--- src/rtl/isa_io_pkg.sv ---
package isa_io_pkg;

  typedef enum logic [2:0] {
    S_IDLE,
    S_ADDR,
    S_CMD,
    S_WAIT,
    S_HOLD,
    S_DONE
  } seqState_t;

  // strobes from control to datapath
  typedef struct packed {
    logic load;
    logic bale;
    logic ior;
    logic iow;
    logic bufOe;
    logic rdDir;
    logic drvWr;
    logic capture;
    logic done;
  } seqCtl_t;

  function automatic int imax(input int a, input int b);
    return (a > b) ? a : b;
  endfunction

endpackage

--- src/rtl/isa_io_ctrl.sv ---
module isa_io_ctrl
  import isa_io_pkg::*;
#(
  parameter int SETUP_RD   = 3,
  parameter int SETUP_WR   = 4,
  parameter int PULSE_RD   = 11,
  parameter int PULSE_WR   = 9,
  parameter int POST_RD    = 4,
  parameter int POST_WR    = 3,
  parameter int HOLD_RD    = 3,
  parameter int HOLD_WR    = 1,
  parameter int DSU_WR     = 8,
  parameter int BALE_TICKS = 1
) (
  input  logic    clk,
  input  logic    rstN,
  input  logic    start,
  input  logic    isWrite,
  input  logic    rdySync,
  output seqCtl_t ctl
);

  // write setup stretched so data setup fits before the strobe ends
  localparam int SetupWrEff = imax(SETUP_WR, DSU_WR - PULSE_WR);
  localparam int MaxTicks   = imax(imax(SetupWrEff, SETUP_RD),
                                   imax(imax(PULSE_WR, PULSE_RD),
                                        imax(imax(POST_WR, POST_RD),
                                             imax(HOLD_WR, HOLD_RD))));
  localparam int CntW = $clog2(MaxTicks + 1);

  localparam logic [CntW-1:0] SetupRdL  = CntW'(SETUP_RD - 1);
  localparam logic [CntW-1:0] SetupWrL  = CntW'(SetupWrEff - 1);
  localparam logic [CntW-1:0] PulseRdL  = CntW'(PULSE_RD - 1);
  localparam logic [CntW-1:0] PulseWrL  = CntW'(PULSE_WR - 1);
  localparam logic [CntW-1:0] HoldRdL   = CntW'(HOLD_RD - 1);
  localparam logic [CntW-1:0] HoldWrL   = CntW'(HOLD_WR - 1);
  localparam logic [CntW-1:0] PostRdV   = CntW'(POST_RD);
  localparam logic [CntW-1:0] PostWrV   = CntW'(POST_WR);
  localparam logic [CntW-1:0] BaleRdMin = CntW'(SETUP_RD - BALE_TICKS);
  localparam logic [CntW-1:0] BaleWrMin = CntW'(SetupWrEff - BALE_TICKS);

  seqState_t       state;
  logic [CntW-1:0] cnt;
  logic [CntW-1:0] postCnt;
  logic            dirWr;
  logic            inCmd;
  logic            release_;

  assign inCmd    = (state == S_CMD) || (state == S_WAIT);
  assign release_ = inCmd && (cnt == '0) && rdySync && (postCnt == '0);

  always_ff @(posedge clk or negedge rstN) begin
    if (!rstN) begin
      state   <= S_IDLE;
      cnt     <= '0;
      postCnt <= '0;
      dirWr   <= 1'b0;
    end else begin
      case (state)
        S_IDLE: if (start) begin
          state <= S_ADDR;
          dirWr <= isWrite;
          cnt   <= isWrite ? SetupWrL : SetupRdL;
        end
        S_ADDR: if (cnt == '0) begin
          state   <= S_CMD;
          cnt     <= dirWr ? PulseWrL : PulseRdL;
          postCnt <= '0;
        end else begin
          cnt <= cnt - 1'b1;
        end
        S_CMD, S_WAIT: begin
          if (!rdySync)             postCnt <= dirWr ? PostWrV : PostRdV;
          else if (postCnt != '0)   postCnt <= postCnt - 1'b1;
          if (release_) begin
            state <= S_HOLD;
            cnt   <= dirWr ? HoldWrL : HoldRdL;
          end else if (cnt != '0) begin
            cnt <= cnt - 1'b1;
          end else begin
            state <= S_WAIT;
          end
        end
        S_HOLD: if (cnt == '0) state <= S_DONE;
                else           cnt   <= cnt - 1'b1;
        default: state <= S_IDLE;
      endcase
    end
  end

  always_comb begin
    ctl         = '0;
    ctl.load    = (state == S_IDLE) && start;
    ctl.bale    = (state == S_ADDR) && (cnt >= (dirWr ? BaleWrMin : BaleRdMin));
    ctl.ior     = inCmd && !dirWr;
    ctl.iow     = inCmd && dirWr;
    ctl.bufOe   = inCmd || (state == S_HOLD);
    ctl.rdDir   = !dirWr && (state inside {S_ADDR, S_CMD, S_WAIT, S_HOLD});
    ctl.drvWr   = dirWr && (state inside {S_ADDR, S_CMD, S_WAIT, S_HOLD});
    ctl.capture = release_ && !dirWr;
    ctl.done    = (state == S_DONE);
  end

endmodule

--- src/rtl/isa_io_dp.sv ---
module isa_io_dp
  import isa_io_pkg::*;
#(
  parameter int ADDR_W = 16,
  parameter int DATA_W = 8
) (
  input  logic              clk,
  input  logic              rstN,
  input  seqCtl_t           ctl,
  input  logic [ADDR_W-1:0] addrIn,
  input  logic [DATA_W-1:0] wrData,
  input  logic              ioChRdy,
  input  logic [DATA_W-1:0] isaDataIn,
  output logic              rdySync,
  output logic [DATA_W-1:0] rdData,
  output logic              done,
  output logic [ADDR_W-1:0] isaAddr,
  output logic              bale,
  output logic              iorN,
  output logic              iowN,
  output logic              bufOeN,
  output logic              enDirHi,
  output logic              enDirLo,
  output logic [DATA_W-1:0] isaDataOut,
  output logic              isaDataDrv
);

  logic [ADDR_W-1:0] addrQ;
  logic [DATA_W-1:0] wrQ;
  logic [DATA_W-1:0] rdQ;
  logic              rdyMeta;
  logic              rdyQ;

  always_ff @(posedge clk or negedge rstN) begin
    if (!rstN) begin
      rdyMeta <= 1'b1;
      rdyQ    <= 1'b1;
    end else begin
      rdyMeta <= ioChRdy;
      rdyQ    <= rdyMeta;
    end
  end

  always_ff @(posedge clk or negedge rstN) begin
    if (!rstN) begin
      addrQ <= '0;
      wrQ   <= '0;
      rdQ   <= '0;
    end else begin
      if (ctl.load) begin
        addrQ <= addrIn;
        wrQ   <= wrData;
      end
      if (ctl.capture) rdQ <= isaDataIn;
    end
  end

  assign rdySync    = rdyQ;
  assign rdData     = rdQ;
  assign done       = ctl.done;
  assign isaAddr    = addrQ;
  assign bale       = ctl.bale;
  assign iorN       = !ctl.ior;
  assign iowN       = !ctl.iow;
  assign bufOeN     = !ctl.bufOe;
  assign enDirHi    = ctl.rdDir;
  assign enDirLo    = ctl.rdDir;
  assign isaDataOut = ctl.drvWr ? wrQ : '0;
  assign isaDataDrv = ctl.drvWr;

endmodule

--- src/rtl/isa_io_seq.sv ---
module isa_io_seq
  import isa_io_pkg::*;
#(
  parameter int ADDR_W     = 16,
  parameter int DATA_W     = 8,
  parameter int SETUP_RD   = 3,
  parameter int SETUP_WR   = 4,
  parameter int PULSE_RD   = 11,
  parameter int PULSE_WR   = 9,
  parameter int POST_RD    = 4,
  parameter int POST_WR    = 3,
  parameter int HOLD_RD    = 3,
  parameter int HOLD_WR    = 1,
  parameter int DSU_WR     = 8,
  parameter int BALE_TICKS = 1
) (
  input  logic              clk,
  input  logic              rstN,
  input  logic              start,
  input  logic              isWrite,
  input  logic [ADDR_W-1:0] addrIn,
  input  logic [DATA_W-1:0] wrData,
  output logic              done,
  output logic [DATA_W-1:0] rdData,
  output logic [ADDR_W-1:0] isaAddr,
  output logic              bale,
  output logic              iorN,
  output logic              iowN,
  output logic              bufOeN,
  output logic              enDirHi,
  output logic              enDirLo,
  input  logic              ioChRdy,
  input  logic [DATA_W-1:0] isaDataIn,
  output logic [DATA_W-1:0] isaDataOut,
  output logic              isaDataDrv
);

  seqCtl_t ctl;
  logic    rdySync;

  isa_io_ctrl #(
    .SETUP_RD(SETUP_RD), .SETUP_WR(SETUP_WR),
    .PULSE_RD(PULSE_RD), .PULSE_WR(PULSE_WR),
    .POST_RD(POST_RD),   .POST_WR(POST_WR),
    .HOLD_RD(HOLD_RD),   .HOLD_WR(HOLD_WR),
    .DSU_WR(DSU_WR),     .BALE_TICKS(BALE_TICKS)
  ) u_ctrl (
    .clk(clk), .rstN(rstN), .start(start), .isWrite(isWrite),
    .rdySync(rdySync), .ctl(ctl)
  );

  isa_io_dp #(.ADDR_W(ADDR_W), .DATA_W(DATA_W)) u_dp (
    .clk(clk), .rstN(rstN), .ctl(ctl), .addrIn(addrIn), .wrData(wrData),
    .ioChRdy(ioChRdy), .isaDataIn(isaDataIn), .rdySync(rdySync),
    .rdData(rdData), .done(done), .isaAddr(isaAddr), .bale(bale),
    .iorN(iorN), .iowN(iowN), .bufOeN(bufOeN), .enDirHi(enDirHi),
    .enDirLo(enDirLo), .isaDataOut(isaDataOut), .isaDataDrv(isaDataDrv)
  );

endmodule

--- config.mk ---
export PLATFORM = sky130hd
export DESIGN_NAME = isa_io_seq
export DESIGN_NICKNAME = d
export VERILOG_FILES = /design/src/rtl/isa_io_pkg.sv /design/src/rtl/isa_io_ctrl.sv /design/src/rtl/isa_io_dp.sv /design/src/rtl/isa_io_seq.sv
export SDC_FILE = /design/constraint.sdc
export NUM_CORES = 1
export LEC_CHECK = 0
export BUFFER_PORTS_ARGS = -buffer_cell sky130_fd_sc_hd__buf_4
export CAP_MARGIN = 5
export CORE_ASPECT_RATIO = 0.7
export CORE_MARGIN = 10
export CORE_UTILIZATION = 35
export DETAILED_ROUTE_END_ITERATION = 8
export SLEW_MARGIN = 0
export SYNTH_ARGS = -nofsm -noshare
export SYNTH_HDL_FRONTEND = slang
export SYNTH_SLANG_ARGS = --single-unit
--- constraint.sdc ---
create_clock -name clk -period 1.86 [get_ports clk]
set_clock_uncertainty 0.2 [all_clocks]
set_input_delay 0.465 -clock clk [delete_from_list [all_inputs] [get_ports clk]]
set_output_delay 0.465 -clock clk [all_outputs]
set_load 0.1 [all_outputs]
==> implementation parameters <==
Parameter                              Value

STA
  Period Utilization, post-route ... 1.20
  Worst slew pin tran ... about 0.59 ns
  Fin. Hold Viols ... 0
  Post-route setup slack ... -0.370 ns
  Max-slew violation count ... 0
  Minimum clock period after layout ... 2.23 ns
  Max transition margin ... 0.606
  Achievable Freq ... 449 MHz
  Final setup vio count ... between 50 and 60
  RSZ-0062 raised after global routing ... true
  Hold slack ... around 0.067 ns

Layout
  Leading cell type in the layout, fill and taps excluded ... sky130_fd_sc_hd__buf_4
  Relative area change from synthesis to final layout ... 79.7%
  Number of standard cells in the layout, taps in and fillers out ... roughly 400
  Highest-count cells in the layout ignoring fill and taps ... sky130_fd_sc_hd__buf_4, sky130_fd_sc_hd__dfrtp_1, sky130_fd_sc_hd__mux2_4, sky130_fd_sc_hd__buf_12, sky130_fd_sc_hd__buf_6
  Final-layout fill cell count ... 473
  Share of cells above drive strength 1 ... 0.714
  Area occupied by multi-input gates ... 1370 µm²
  Diodes inserted ... 0
  Area of all placed cells without fillers ... just over 4000 µm²
  Area taken by flip-flops and latches ... around 1200 µm²
  Layout Nets ... 355

Yosys
  Yosys cell types ... 47
  Syn avg cell area ... between 10 and 15 µm²
  Dominant combinational cell family by area after synthesis ... multiplexers
  Xor and xnor area share after synthesis ... 0.0116
  Async set-reset flop share out of synthesis ... 1.00
  Combined area of all synthesized cells ... between 2000 and 2500 µm²
  Warnings, synthesis ... 0
  Count of flip-flops with a built-in enable after synthesis ... 0
  Dominant cell type by area after synthesis ... sky130_fd_sc_hd__dfrtp_1
  Portion of netlist area occupied by mux cells ... 0.177
  Sequential fraction of the synthesis area ... 0.511
  Synth Register Bits ... between 40 and 50
  Largest cells by area after synthesis ... sky130_fd_sc_hd__dfrtp_1, sky130_fd_sc_hd__mux2_1, sky130_fd_sc_hd__mux2_4
  Synth top area share ... 0.488
  Most used flip-flop cell after synthesis ... sky130_fd_sc_hd__dfrtp_1
  Fraction of the mapped netlist area in compound gates ... 0.106
  Adder and majority cell fraction of the synthesized area ... 0.0222
  Area share of and/or/nand/nor cells after synthesis ... 0.135
  Post-Syn Instances ... between 150 and 200
  Synthesized netlist net count ... between 200 and 250

Placed design
  Area of placed instances ... approximately 3200 µm²
  Total instance count after detailed placement ... around 360
  Gpl congestion ... between 0.9 and 1
  Detailed placement HPWL ... about 4600 µm
  Count of port buffers added during placement ... 76

Critical path
  Worst endpoint required time ... 1.19 ns
  Number of cell instances on the worst register-to-register path ... 10
  Data arrival time of the critical path ... approximately 1.6 ns
  CP Max Fanout ... 2
  Class of the most critical setup path ... flip-flop to output pin
  Kind of launch point of the worst setup path ... flip-flop
  Critical Path Sink Type ... output pin

Clocking
  Number of clock sinks seen by CTS ... between 40 and 50
  Clock transition time at the flip-flop clock pins of the worst setup and hold paths ... around 0.090 ns
  CTS H-Tree Depth ... 2
  Clock buffer depth ... 2
  Number of buffers inserted during clock tree synthesis ... 5
  Clock tree root buffer cell ... sky130_fd_sc_hd__clkbuf_8
  Clock insertion delay at the later pin of the skew report ... approximately 0.3 ns
  TritonCTS clock tree ... yes

Global route
  First-pass GRT wire length ... a little over 10,000 µm
  Global-route usage over all layers ... 0.130
  Remaining global-route overflow ... 0
  Vias in the first global route ... 2,020
  Pin count of the biggest net entering global routing ... 47
  Initial antenna violation count ... 0

Detailed routing
  Routed length per placed instance ... 18.3 µm
  Total number of vias ... roughly 1,900
  Final WL ... a little over 7000 µm
  Detailed-route DRC error count ... 0
  DRC violation total after the first TritonRoute iteration ... about 100
  Remaining number of nets flagged by the antenna check after routing ... 0
  Number of detailed-route iterations in the first pass ... 4
  DR vias/cell ... approximately 4.8

Die
  Initial cell density of the core ... 0.361
  Area of the die ... around 10,000 µm²
  IO Pins ... 77
  Row Count ... 24
  Horiz. Die Dim ... around 120 µm
  CORE AREA ... 6250 µm²
  Y dimension of the die ... slightly below 90 µm

Min path
  Worst hold path stage count ... 1
  Worst min path class ... primary input to flip-flop

Job
  Max capacitance violation total ... 0

Status
  Status ... finished with violations
  Failing checks ... setup timing
cell usage after synthesis, types with 2 or more instances:
library cell,number
sky130_fd_sc_hd__dfstp_2,2
sky130_fd_sc_hd__o21ai_0,7
sky130_fd_sc_hd__nand3_1,2
sky130_fd_sc_hd__and2_1,9
sky130_fd_sc_hd__buf_2,3
sky130_fd_sc_hd__mux2_2,6
sky130_fd_sc_hd__a21oi_1,10
sky130_fd_sc_hd__mux2_1,18
sky130_fd_sc_hd__nand2_1,12
sky130_fd_sc_hd__ha_1,4
sky130_fd_sc_hd__nor3_4,2
sky130_fd_sc_hd__xnor2_1,3
sky130_fd_sc_hd__buf_4,4
sky130_fd_sc_hd__dfrtp_1,44
sky130_fd_sc_hd__inv_1,9
sky130_fd_sc_hd__mux2_4,8
sky130_fd_sc_hd__nor2_1,10
sky130_fd_sc_hd__a21o_1,3
worst paths after layout:
check                           slack [ns]               end           from
worst max-delay path                 -0.37              bale   u_ctrl.dirWr
worst min-delay path                  0.07      u_dp.rdyMeta        ioChRdy
worst max register to register       -0.32     u_ctrl.cnt[1]  u_ctrl.cnt[0]
worst min register to register        0.16      u_dp.rdySync   u_dp.rdyMeta
max in group asynchronous             0.53   u_ctrl.state[1]           rstN
min in group asynchronous             0.51  u_dp.isaAddr[13]           rstN
per-stage QoR:
stage,utilization,TNS [ns],setup slack [ns]
final,0.649,-11.74,-0.370
after CTS,0.592,-10.74,-0.399
after global routing,0.649,-15.34,-0.418
after global placement,0.514,-3.09,-0.163
after detailed placement,0.514,-3.84,-0.193
after floorplan,-,-7.65,-0.643
cell families (layout without fill, tap and decap cells):
group | count (synthesis) | count (layout)
and+or+nand+nor | 47 | 48
muxes | 33 | 33
adders and majority gates | 4 | 4
DFF | 46 | 46
xor gates and xnor gates | 3 | 3
buffers and inverters | 17 | 146
AOI/OAI and AO/OA | 35 | 35
worst max-delay path, cell delays in order (launching register included):
cell,delay (ns)
sky130_fd_sc_hd__dfrtp_1,0.44
sky130_fd_sc_hd__ha_4,0.26
sky130_fd_sc_hd__inv_2,0.04
sky130_fd_sc_hd__a21oi_2,0.04
sky130_fd_sc_hd__o311a_4,0.31
sky130_fd_sc_hd__buf_12,0.17
per-layer routing:
layer | track usage | wire [µm] | vias up
li1 | - | - | 911
met1 | 0.172 | 3210 | 928
met2 | 0.200 | 3510 | 51
met3 | 0.0372 | 396 | 7
met4 | 0.0385 | 74 | 0
met5 | 0 | 0 | -
cell type report:
cell class,count,share of cell area
multi-input cells,123,0.338
repair buffers,128,0.322
flip-flops and latches,46,0.285
well taps,78,0.0241
clock buffers,6,0.0179
inverters,10,0.0102
clock inverters,2,0.00370
sequential cells by signal (all words and copies together) (netlist names):
signal / cells
u_dp.isaAddr: 16
u_dp.rdData: 8
u_dp.wrQ: 8
u_ctrl.cnt: 4
u_ctrl.postCnt: 4
u_ctrl.state: 3
u_ctrl.dirWr: 1
u_dp.rdyMeta: 1
u_dp.rdySync: 1
repair_timing:
item | 4_1_cts | 5_1_grt
endpoints found under the hold margin | 44 | 0
buffers inserted | 8 | 11
cloned | 1 | 2
endpoints found under the setup margin | 30 | 59
pin swaps | 20 | 21
hold buffers | 1 | 0
gates resized for setup | 75 | 60
Power is left out: the tool's default activity adds up to more than one toggle a clock period on the data nets, which glitch-free logic cannot reach.
